==> src/rtl/kwd_pkg.sv <==
package kwd_pkg;

   localparam int unsigned REG_CFG     = 1;
   localparam int unsigned REG_RATE    = 2;
   localparam int unsigned REG_WARN_HI = 3;
   localparam int unsigned REG_WARN_LO = 4;
   localparam int unsigned REG_CTRL    = 5;
   localparam int unsigned REG_WD_LO   = 6;
   localparam int unsigned REG_KEY     = 7;
   localparam int unsigned REG_WD_HI   = 9;

   localparam logic [7:0] KICK_KEY = 8'h5C;

   // bit5 .. bit0 of the configuration register
   typedef struct packed {
      logic kick_en;
      logic wd_scaled;
      logic wd_lock;
      logic warn_lock;
      logic rate_lock;
      logic cfg_lock;
   } cfg_t;

   typedef enum logic [1:0] {
      RATE_FULL     = 2'd0,
      RATE_MID      = 2'd1,
      RATE_SLOW     = 2'd2,
      RATE_SLOW_ALT = 2'd3
   } rate_e;

   // bit5 .. bit4 of the control register
   typedef struct packed {
      logic halt_req;
      logic halt_mode;
   } ctrl_t;

   function automatic logic is_pow2(input int unsigned v);
      return (v != 0) && ((v & (v - 1)) == 0);
   endfunction

endpackage

==> src/rtl/kwd_divider.sv <==
module kwd_divider #(
   parameter int unsigned DIV = 32
) (
   input  logic clk,
   input  logic rst_n,
   input  logic tick_in,
   output logic tick_out
);
   localparam int unsigned CW = (DIV < 2) ? 1 : $clog2(DIV);

   logic [CW-1:0] cnt_q;

   generate
      if (DIV < 2) begin : g_bad_div
         $error("kwd_divider: DIV must be at least 2");
      end

      if (kwd_pkg::is_pow2(DIV)) begin : g_pow2
         assign tick_out = tick_in & (&cnt_q);
         always_ff @(posedge clk) begin
            if (!rst_n)       cnt_q <= '0;
            else if (tick_in) cnt_q <= cnt_q + 1'b1;
         end
      end else begin : g_modulo
         localparam logic [CW-1:0] LAST = CW'(DIV - 1);
         assign tick_out = tick_in & (cnt_q == LAST);
         always_ff @(posedge clk) begin
            if (!rst_n)       cnt_q <= '0;
            else if (tick_in) cnt_q <= (cnt_q == LAST) ? '0 : cnt_q + 1'b1;
         end
      end
   endgenerate

endmodule

==> src/rtl/kwd_prescaler.sv <==
module kwd_prescaler #(
   parameter int unsigned DIV_MID  = 32,
   parameter int unsigned DIV_SLOW = 1024
) (
   input  logic          clk,
   input  logic          rst_n,
   input  logic          tick_raw,
   input  kwd_pkg::rate_e rate_sel,
   output logic          tick_out
);
   import kwd_pkg::*;

   localparam int unsigned N_DIV = 2;
   localparam int unsigned DIVS [N_DIV] = '{DIV_MID, DIV_SLOW};

   logic [N_DIV:0] taps;
   assign taps[0] = tick_raw;

   generate
      if (DIV_SLOW <= DIV_MID) begin : g_bad_order
         $error("kwd_prescaler: DIV_SLOW must exceed DIV_MID");
      end

      for (genvar g = 0; g < N_DIV; g++) begin : g_div
         kwd_divider #(.DIV(DIVS[g])) u_div (
            .clk      (clk),
            .rst_n    (rst_n),
            .tick_in  (tick_raw),
            .tick_out (taps[g+1])
         );
      end
   endgenerate

   always_comb begin
      case (rate_sel)
         RATE_FULL: tick_out = taps[0];
         RATE_MID:  tick_out = taps[1];
         default:   tick_out = taps[2];
      endcase
   end

endmodule

==> src/rtl/kwd_countdown.sv <==
module kwd_countdown #(
   parameter int unsigned CNT_W    = 16,
   parameter bit          PERIODIC = 1'b1
) (
   input  logic             clk,
   input  logic             rst_n,
   input  logic             load,
   input  logic [CNT_W-1:0] load_val,
   input  logic             tick,
   input  logic             run,
   output logic             fire,
   output logic [CNT_W-1:0] cnt
);
   logic [CNT_W-1:0] cnt_q;
   logic [CNT_W-1:0] wrap_val;
   logic             at_one;
   logic             at_zero;
   logic             expiring;

   assign at_one  = (cnt_q == CNT_W'(1));
   assign at_zero = (cnt_q == '0);

   generate
      if (PERIODIC) begin : g_periodic
         // zero means idle: no pulse until software loads a value
         assign expiring = at_one;
         assign wrap_val = load_val;
      end else begin : g_oneshot
         // zero behaves like one so a started counter always expires
         assign expiring = at_one | at_zero;
         assign wrap_val = '0;
      end
   endgenerate

   assign fire = !load && run && tick && expiring;
   assign cnt  = cnt_q;

   always_ff @(posedge clk) begin
      if (!rst_n) begin
         cnt_q <= '0;
      end else if (load) begin
         cnt_q <= load_val;
      end else if (run && tick) begin
         if (expiring)      cnt_q <= wrap_val;
         else if (!at_zero) cnt_q <= cnt_q - 1'b1;
      end
   end

endmodule

==> src/rtl/kwd_regs.sv <==
module kwd_regs #(
   parameter int unsigned ADDR_W = 5,
   parameter int unsigned CNT_W  = 16
) (
   input  logic              clk,
   input  logic              rst_n,
   input  logic [ADDR_W-1:0] bus_addr,
   input  logic              bus_wr,
   input  logic [7:0]        bus_wdata,
   output logic [7:0]        bus_rdata,
   output kwd_pkg::cfg_t     cfg,
   output kwd_pkg::rate_e    rate,
   output kwd_pkg::ctrl_t    ctrl,
   output logic [CNT_W-1:0]  warn_val,
   output logic [CNT_W-1:0]  wd_val,
   output logic              warn_reload,
   output logic              wd_start,
   output logic              wd_kick
);
   import kwd_pkg::*;

   localparam int unsigned HI_W = CNT_W - 8;

   cfg_t             cfg_q;
   rate_e            rate_q;
   ctrl_t            ctrl_q;
   logic [CNT_W-1:0] warn_q;
   logic [CNT_W-1:0] wd_q;

   logic w_cfg, w_rate, w_whi, w_wlo, w_ctrl, w_dlo, w_dhi, w_key;

   assign w_cfg  = bus_wr && (bus_addr == ADDR_W'(REG_CFG));
   assign w_rate = bus_wr && (bus_addr == ADDR_W'(REG_RATE));
   assign w_whi  = bus_wr && (bus_addr == ADDR_W'(REG_WARN_HI));
   assign w_wlo  = bus_wr && (bus_addr == ADDR_W'(REG_WARN_LO));
   assign w_ctrl = bus_wr && (bus_addr == ADDR_W'(REG_CTRL));
   assign w_dlo  = bus_wr && (bus_addr == ADDR_W'(REG_WD_LO));
   assign w_dhi  = bus_wr && (bus_addr == ADDR_W'(REG_WD_HI));
   assign w_key  = bus_wr && (bus_addr == ADDR_W'(REG_KEY));

   always_ff @(posedge clk) begin
      if (!rst_n) begin
         cfg_q  <= '0;
         rate_q <= RATE_FULL;
         ctrl_q <= '0;
         warn_q <= '0;
         wd_q   <= '0;
      end else begin
         if (w_cfg && !cfg_q.cfg_lock)    cfg_q  <= cfg_t'(bus_wdata[5:0]);
         if (w_rate && !cfg_q.rate_lock)  rate_q <= rate_e'(bus_wdata[1:0]);
         if (w_whi && !cfg_q.warn_lock)   warn_q[CNT_W-1:8] <= bus_wdata[HI_W-1:0];
         if (w_wlo && !cfg_q.warn_lock)   warn_q[7:0] <= bus_wdata;
         if (w_dhi && !cfg_q.wd_lock)     wd_q[CNT_W-1:8] <= bus_wdata[HI_W-1:0];
         if (w_dlo && !cfg_q.wd_lock)     wd_q[7:0] <= bus_wdata;
         if (w_ctrl)                      ctrl_q <= ctrl_t'(bus_wdata[5:4]);
      end
   end

   // action strobes act at the same edge as the bus write
   assign warn_reload = w_ctrl && bus_wdata[0];
   assign wd_start    = w_cfg && !cfg_q.cfg_lock && bus_wdata[3] && !cfg_q.wd_lock;
   assign wd_kick     = w_key && (bus_wdata == KICK_KEY) && cfg_q.kick_en && cfg_q.wd_lock;

   always_comb begin
      case (bus_addr)
         ADDR_W'(REG_CFG):     bus_rdata = {2'b00, cfg_q};
         ADDR_W'(REG_RATE):    bus_rdata = {6'b0, rate_q};
         ADDR_W'(REG_WARN_HI): bus_rdata = 8'(warn_q[CNT_W-1:8]);
         ADDR_W'(REG_WARN_LO): bus_rdata = warn_q[7:0];
         ADDR_W'(REG_CTRL):    bus_rdata = {2'b00, ctrl_q, 4'b0000};
         ADDR_W'(REG_WD_LO):   bus_rdata = wd_q[7:0];
         ADDR_W'(REG_WD_HI):   bus_rdata = 8'(wd_q[CNT_W-1:8]);
         default:              bus_rdata = 8'h00;
      endcase
   end

   assign cfg      = cfg_q;
   assign rate     = rate_q;
   assign ctrl     = ctrl_q;
   assign warn_val = warn_q;
   assign wd_val   = wd_q;

endmodule

==> src/rtl/keyed_watchdog.sv <==
module keyed_watchdog #(
   parameter int unsigned ADDR_W   = 5,
   parameter int unsigned CNT_W    = 16,
   parameter int unsigned DIV_MID  = 32,
   parameter int unsigned DIV_SLOW = 1024
) (
   input  logic              clk,
   input  logic              rst_n,
   input  logic [ADDR_W-1:0] bus_addr,
   input  logic              bus_wr,
   input  logic [7:0]        bus_wdata,
   output logic [7:0]        bus_rdata,
   input  logic              tick_32k,
   output logic              warn_irq,
   output logic              wdt_rst
);
   import kwd_pkg::*;

   generate
      if (ADDR_W < 4) begin : g_bad_addr
         $error("keyed_watchdog: ADDR_W must reach offset 9");
      end
      if (CNT_W < 9 || CNT_W > 16) begin : g_bad_cnt
         $error("keyed_watchdog: CNT_W must be 9..16");
      end
   endgenerate

   cfg_t             cfg_w;
   rate_e            rate_w;
   ctrl_t            ctrl_w;
   logic [CNT_W-1:0] warn_val, wd_val, warn_cnt, wd_cnt;
   logic             warn_reload, wd_start, wd_kick, wd_load;
   logic             tick_sel, wd_tick, wd_halted, wd_run;
   logic             warn_fire, wd_fire;
   logic             warn_irq_q, wdt_rst_q;

   kwd_regs #(.ADDR_W(ADDR_W), .CNT_W(CNT_W)) u_regs (
      .clk         (clk),
      .rst_n       (rst_n),
      .bus_addr    (bus_addr),
      .bus_wr      (bus_wr),
      .bus_wdata   (bus_wdata),
      .bus_rdata   (bus_rdata),
      .cfg         (cfg_w),
      .rate        (rate_w),
      .ctrl        (ctrl_w),
      .warn_val    (warn_val),
      .wd_val      (wd_val),
      .warn_reload (warn_reload),
      .wd_start    (wd_start),
      .wd_kick     (wd_kick)
   );

   kwd_prescaler #(.DIV_MID(DIV_MID), .DIV_SLOW(DIV_SLOW)) u_presc (
      .clk      (clk),
      .rst_n    (rst_n),
      .tick_raw (tick_32k),
      .rate_sel (rate_w),
      .tick_out (tick_sel)
   );

   kwd_countdown #(.CNT_W(CNT_W), .PERIODIC(1'b1)) u_warn (
      .clk      (clk),
      .rst_n    (rst_n),
      .load     (warn_reload),
      .load_val (warn_val),
      .tick     (tick_sel),
      .run      (1'b1),
      .fire     (warn_fire),
      .cnt      (warn_cnt)
   );

   assign wd_tick   = cfg_w.wd_scaled ? tick_sel : tick_32k;
   assign wd_halted = ctrl_w.halt_mode && ctrl_w.halt_req;
   assign wd_run    = cfg_w.wd_lock && !wd_halted && !wdt_rst_q;
   assign wd_load   = wd_start || wd_kick;

   kwd_countdown #(.CNT_W(CNT_W), .PERIODIC(1'b0)) u_wd (
      .clk      (clk),
      .rst_n    (rst_n),
      .load     (wd_load),
      .load_val (wd_val),
      .tick     (wd_tick),
      .run      (wd_run),
      .fire     (wd_fire),
      .cnt      (wd_cnt)
   );

   always_ff @(posedge clk) begin
      if (!rst_n) begin
         warn_irq_q <= 1'b0;
         wdt_rst_q  <= 1'b0;
      end else begin
         warn_irq_q <= warn_fire;
         wdt_rst_q  <= wdt_rst_q | wd_fire;
      end
   end

   assign warn_irq = warn_irq_q;
   assign wdt_rst  = wdt_rst_q;

endmodule

==> config.mk <==
export PLATFORM = sky130hd
export DESIGN_NAME = keyed_watchdog
export DESIGN_NICKNAME = d
export VERILOG_FILES = /design/src/rtl/kwd_pkg.sv /design/src/rtl/kwd_divider.sv /design/src/rtl/kwd_prescaler.sv /design/src/rtl/kwd_countdown.sv /design/src/rtl/kwd_regs.sv /design/src/rtl/keyed_watchdog.sv
export SDC_FILE = /design/constraint.sdc
export NUM_CORES = 1
export LEC_CHECK = 0
export BUFFER_PORTS_ARGS = -buffer_cell sky130_fd_sc_hd__buf_2
export CAP_MARGIN = 10
export CORE_MARGIN = 2
export CORE_UTILIZATION = 33
export CTS_BUF_LIST = sky130_fd_sc_hd__clkbuf_4
export DETAILED_ROUTE_END_ITERATION = 8
export PLACE_DENSITY_LB_ADDON = 0.08
export SYNTH_ARGS = -nofsm -noshare
export SYNTH_HDL_FRONTEND = slang
export SYNTH_SLANG_ARGS = --single-unit
==> constraint.sdc <==
create_clock -name clk -period 2.7 [get_ports clk]
set_input_delay 0.405 -clock clk [delete_from_list [all_inputs] [get_ports clk]]
set_output_delay 0.405 -clock clk [all_outputs]
set_load 0.02 [all_outputs]
# ---- Word-level counts from Yosys, hierarchy flattened
# Cells that the tools add are included.
dict set report classes {
  add_sub_neg 4
  n_mux 11
  n_bitwise 4
  n_eq_ne 14
  n_reduce_logical 47
}
# operator count
set op_table {}
lappend op_table {{16-bit 2-to-1 mux} 8}
lappend op_table {{8-bit case mux with 7 select lines} 1}
lappend op_table {{16-bit by 1-bit equality test with 1-bit output, second input constant} 2}
lappend op_table {{16-bit logical NOT} 2}
lappend op_table {{16-bit by 1-bit subtractor with 16-bit output, second input constant} 2}
lappend op_table {{1-bit logical AND} 29}
lappend op_table {{5-bit by 3-bit equality test with 1-bit output, second input constant} 4}
lappend op_table {{10-bit by 1-bit adder with 10-bit output, second input constant} 1}
lappend op_table {{5-bit by 2-bit equality test with 1-bit output, second input constant} 2}
lappend op_table {{10-bit AND reduction} 1}
lappend op_table {{8-bit by 7-bit equality test with 1-bit output, second input constant} 1}
lappend op_table {{1-bit logical NOT} 8}
lappend op_table {{3-bit by 2-bit != test with 1-bit output, second input constant} 2}
lappend op_table {{5-bit by 1-bit adder with 5-bit output, second input constant} 1}
lappend op_table {{5-bit by 1-bit equality test with 1-bit output, second input constant} 1}
lappend op_table {{5-bit by 4-bit equality test with 1-bit output, second input constant} 1}
lappend op_table {{5-bit AND reduction} 1}
lappend op_table {{2-bit AND reduction} 2}
lappend op_table {{2-bit nonzero test} 2}
lappend op_table {{1-bit bitwise AND} 2}
lappend op_table {{2-bit by 1-bit equality test with 1-bit output, second input constant} 1}
lappend op_table {{2-bit logical NOT} 1}
lappend op_table {{1-bit OR} 2}
lappend op_table {{1-bit case mux with 2 select lines} 1}
lappend op_table {{2 further kinds} 2}
dict set report word_totals {
  output_inout_bits 10
  wordCells 99
  register_bits 91
  input_bits 17
}

# ---- Longest topological paths before layout
dict set report logic_depth {
  ltp_word 11
  depth_mapped 11
  mapped_depth_nobuf 9
}

# ---- Cells and area by module
# From an unflattened synthesis, not the netlist that was laid out.
dict set report hier_totals {
  hier_cells 581
  area_unflattened_um2 5109.9
}
# mod instances area_per_inst_um2 cells_per_inst seq_area_each_um2
set by_module_without_submodules {}
lappend by_module_without_submodules {kwd_regs 1 2025.7 210 840.8}
lappend by_module_without_submodules {{kwd_countdown at u_warn} 1 1179.9 152 320.3}
lappend by_module_without_submodules {{kwd_countdown at u_wd} 1 1082.3 132 320.3}
lappend by_module_without_submodules {{kwd_divider at u_presc.g_div[1].u_div} 1 461.7 51 200.2}
lappend by_module_without_submodules {{kwd_divider at u_presc.g_div[0].u_div} 1 251.5 24 100.1}
lappend by_module_without_submodules {keyed_watchdog 1 90.1 9 40.0}
lappend by_module_without_submodules {kwd_prescaler 1 18.8 3 0.0}

# ---- Worst setup path before layout
# OpenSTA, ideal clock, no wires.
dict set report synth_timing {
  path_kind {register to register}
  from {register u_presc.g_div[1].u_div.cnt_q[0]}
  to {register u_wd.cnt_q[8], in the netlist u_wd.cnt[8]}
  setup_ns 0.079
  setup_slack_ns 0.217
  required_time_ns 2.621
  arrival_ns 2.404
  synth_period_minus_slack_ns 2.483
  path_buffers 0
  stages_incl_launch_ff 8
  cell_sequence {dfxtp_1 -> ha_1 -> nand3_1 -> or4_4 -> a31o_4 -> or4_1 -> or4_1 -> o211ai_1}
}
dict set report synth_between {
  elab_chain_len 7
}
# element line
set synth_lines {}
lappend synth_lines {{from (decl)} kwd_divider.sv:11} ;# logic [CW-1:0] cnt_q;
lappend synth_lines {{from (signal assigned)} kwd_divider.sv:22} ;# else if (tick_in) cnt_q <= cnt_q + 1'b1;
lappend synth_lines {{10-bit AND reduction} kwd_divider.sv:19} ;# assign tick_out = tick_in & (&cnt_q);
lappend synth_lines {{1-bit bitwise AND} kwd_divider.sv:19}
lappend synth_lines {{1-bit case mux with 2 select lines} kwd_prescaler.sv:35} ;# case (rate_sel)
lappend synth_lines {{1-bit 2-to-1 mux} keyed_watchdog.sv:73} ;# assign wd_tick = cfg_w.wd_scaled ? tick_sel : tick_32k;
lappend synth_lines {{1-bit logical AND} kwd_countdown.sv:43} ;# end else if (run && tick) begin
lappend synth_lines {{2-bit nonzero test (no source line)} n/a}
lappend synth_lines {{2-bit AND reduction (no source line)} n/a}
lappend synth_lines {{to (signal assigned)} kwd_countdown.sv:42} ;# cnt_q <= load_val;
lappend synth_lines {{to (signal assigned)} kwd_countdown.sv:44} ;# if (expiring) cnt_q <= wrap_val;
lappend synth_lines {{to (signal assigned)} kwd_countdown.sv:45} ;# else if (!at_zero) cnt_q <= cnt_q - 1'b1;
lappend synth_lines {{to (decl)} kwd_countdown.sv:14} ;# logic [CNT_W-1:0] cnt_q;
# No other way between the ends.
# A chain may end at the register's enable or synchronous reset.

# ---- Worst setup path in the final report
# Same ends and word-level chain as after synthesis.

==> results.md <==
- Rows: 44
- Initial DRC count: 367
- Synth Cell Area: 4800 sq um
- WHS: 287 ps
- Die width: 125 um
- Final TNS setup: 0 ps
- Vias: 4,339
- RSZ-0062 raised after global routing: no
- N_diodes: 0
- CP max stage delay: 520 ps
- CTS Buffer Depth: 2
- Pre-CTS setup slack: -49.8 ps
- Residual DRC: 0
- Synth Warn #: 0
- Post-synth ARST share: 0%
- Leakage Power: 2.30 nW
- Drt via density: 5.46
- Crit end category: flip-flop
- Number of global-route vias before repair: 4,092
- Peak Freq: 388 MHz
- IO Port Bufs: 26
- Clk root buf: clkbuf_4
- Most common flop cell mapped by yosys: dfxtp_1
- Sequential share of power: 43.5%
- Post-synth EDFFs: 0
- Final Non-Filler Cells: 795
- First-pass GRT wire length: 23,000 um
- CTS tree: built
- Die height: 125 um
- CP startpoint kind: flip-flop
- Final nets: 632
- Cell count after synthesis: 568
- Required time of the critical path: 3090 ps
- Area growth syn-to-layout: 12.3%
- DP Wirelength: 10,300 um
- Final ANT Viol Nets: 0
- Total wire length: 14,000 um
- Slew Limit Headroom: 50.0%
- Initial antenna violation count: 0
- Synthesized flop and latch total: 91
- Crit-path max FO: 6
- Ports: 27
- Syn nets: 593
- Pwr dens: 653 nW/um^2
- Hold Crit Class: primary input to flip-flop
- Status: complete, no violations
- Filler cell count in the final layout: 1,478
- Clk sink count: 91
- Main area contributors after synthesis: dfxtp_1 (38%), mux2i_1 (13%), nor2_1 (7.1%)
- Switching share of power: 37.9%
- VDD IR max: 0.000304 V
- Crit-path slowest cell: or4_1
- Type of the worst setup path: flip-flop to flip-flop
- Starting Density: 33.4%
- Int Power: 2.19 mW
- Cell taking the most area after synthesis: dfxtp_1
- Sw power: 1.33 mW
- Total congestion overflow: 0
- Routability congestion estimate: 0.833
- Period Utilization, post-route: 95.5%
- Post-CTS Setup Bufs: 0
- Final setup viols: 0
- Fraction of layout cells with a size suffix above 1: 16.2%
- Final Util: 37.5%
- Slew Limit Fails: 0
- Htree depth: 3
- Top cell type's share of synthesized area: 37.9%
- TritonRoute pass-1 iters: 5
- Least-Margin Pin Slew: 751 ps
- Worst-path clk slew: 130 ps
- CTS Buf Count: 9
- # placed instances: 780
- Hold Vio Cnt, Final: 0
- Count of cell types in the netlist: 61
- Clock skew: 16.2 ps
- Crit-path most repeated cell: or4_1
- All-Layer GR Usage: 18.6%
- Arrival @ worst endpoint: 2960 ps
- Tmin final: 2580 ps
- Max-Cap Viols: 0
- Skew-Pair Late Insertion Delay: 450 ps
- Crit-path cells: ha_2 -> nand3_1 -> or4_4 -> a31o_4 -> or4_1 -> or4_1 -> o211ai_1
- Final WS setup: 121 ps
- Die Area: 15,500 sq um
- Core box area: 14,400 sq um
- Synth Area per Inst: 8.45 sq um
- Per-cell routed wire length: 17.6 um
- Hold-fix buffers at CTS: 0
- Register area share after synthesis: 37.9%
- Gate power share: 38.6%
- Clock power frac: 17.9%
- Pin count of the biggest net entering global routing: 68
==> area by class of cell <==
class                           instances  area (sq um)  share of cell area (%)
Clock buffer                           10          75.1                    1.39
Clock inverter                          5          21.3                   0.394
Inverter                               16          60.1                    1.11
Multi-Input combinational cell        430          2800                    52.0
Sequential cell                        91          1830                    33.9
Tap cell                              184           230                    4.27
Timing Repair Buffer                   59           378                    7.01
==> registers in the layout (all words and copies together), names as in the netlist <==
| register | flops |
|---|---|
| u_regs.cfg | 6 |
| u_regs.wd_val | 16 |
| warn_irq | 1 |
| u_regs.ctrl | 2 |
| u_presc.g_div.u_div.cnt_q | 15 |
| u_regs.warn_val | 16 |
| u_warn.cnt | 16 |
| wdt_rst | 1 |
| u_regs.rate | 2 |
| u_wd.cnt | 16 |
==> per-stage QoR <==
step                total power [mW]  cell area (sq um)
floorplan                       2.53               4800
global placement                2.91               5290
detailed placement              2.90               5290
CTS                             3.56               5390
global route                    3.82               5390
finish                          3.52               5390
==> final timing paths <==
path | slack (ps) | start | endpoint | depth (start not counted)
worst min register to register | 500 | u_presc.g_div[1].u_div.cnt_q[8] | u_presc.g_div[1].u_div.cnt_q[8] | 2
worst max-delay path | 120 | u_presc.g_div[1].u_div.cnt_q[0] | u_wd.cnt[8] | 7
worst min-delay path | 290 | bus_wdata[7] | u_regs.wd_val[7] | 3
worst max register to register | 120 | u_presc.g_div[1].u_div.cnt_q[0] | u_wd.cnt[8] | 7
==> power by group through the flow <==
stage | Clock, mW | Sequential (mW) | Combinational, mW
final | 0.631 | 1.53 | 1.36
after global routing | 0.741 | 1.55 | 1.53
after CTS | 0.678 | 1.53 | 1.35
after detailed placement | 0 | 1.56 | 1.34
after global placement | 0 | 1.56 | 1.35
after floorplan | 0 | 1.53 | 0.998
==> layer usage <==
metal	vias to the layer above	global-route usage, %	share of wire, %
li1	2143	-	-
met1	2100	27.5	52
met2	89	27.2	43
met3	7	5.15	4.4
met4	0	3.37	0.75
met5	-	0	0
==> placed cells by master (no fill, tap or decap), drive strengths merged, types with 7 or more instances in the layout <==
| cell | instances |
|---|---|
| nor2 | 91 |
| a22oi | 7 |
| xnor2 | 7 |
| mux2i | 62 |
| a21o | 8 |
| xor2 | 7 |
| inv | 16 |
| dfxtp | 91 |
| nand3 | 15 |
| buf | 59 |
| nor3 | 10 |
| o211ai | 9 |
| or4 | 11 |
| nor4 | 12 |
| nand4 | 9 |
| clkbuf | 10 |
| a21oi | 29 |
| nand2 | 48 |
| o21ai | 13 |
| ha | 8 |
| or2 | 8 |
==> cell families (layout without fill, tap and decap cells) <==
| group | after synthesis | count (layout) | synth area share, % |
|---|---|---|---|
| AO/OA/AOI/OAI | 109 | 109 | 16.1 |
| XOR/XNOR | 14 | 14 | 2.55 |
| adder cells (fa/ha/maj) | 8 | 8 | 2.08 |
| buffers and inverters | 47 | 90 | 3.86 |
| flip-flops | 91 | 91 | 37.9 |
| multiplexers | 65 | 65 | 13.6 |
| AND/OR/NAND/NOR | 234 | 234 | 23.8 |
==> timing repair <==
| action | CTS | global route |
|---|---|---|
| resized for setup | 1 | 5 |
| endpoints found under the setup margin | 3 | 7 |
| pin swaps | 0 | 1 |
==> worst max-delay path, delay by kind of cell, from the launching register on <==
kind / cells / cell delay, ps
flip-flops: 1 / 370
AND/OR/NAND/NOR: 4 / 1530
AO/OA/AOI/OAI: 2 / 450
adder cells (fa/ha/maj): 1 / 190
==> synthesized netlist by cell type, types with 2 or more instances <==
cell type	instances
a21o_1	8
a21oi_1	28
a221o_1	3
a22oi_1	7
a31oi_1	6
a32oi_1	4
and2_1	2
and3_1	4
buf_1	4
buf_2	4
clkbuf_1	22
dfxtp_1	91
ha_1	8
inv_1	15
mux2_2	3
mux2i_1	62
nand2_1	48
nand2b_1	3
nand3_1	15
nand3b_1	3
nand4_1	8
nand4b_1	2
nor2_1	91
nor2b_1	2
nor3_1	10
nor4_1	12
o211ai_1	9
o21a_1	5
o21ai_0	12
o221ai_1	5
o22ai_1	2
o311a_1	3
o311ai_0	4
or2_2	8
or3_1	6
or3b_2	3
or4_1	10
xnor2_1	7
xor2_1	7
No activity file was read; power rests on OpenSTA's default activity.
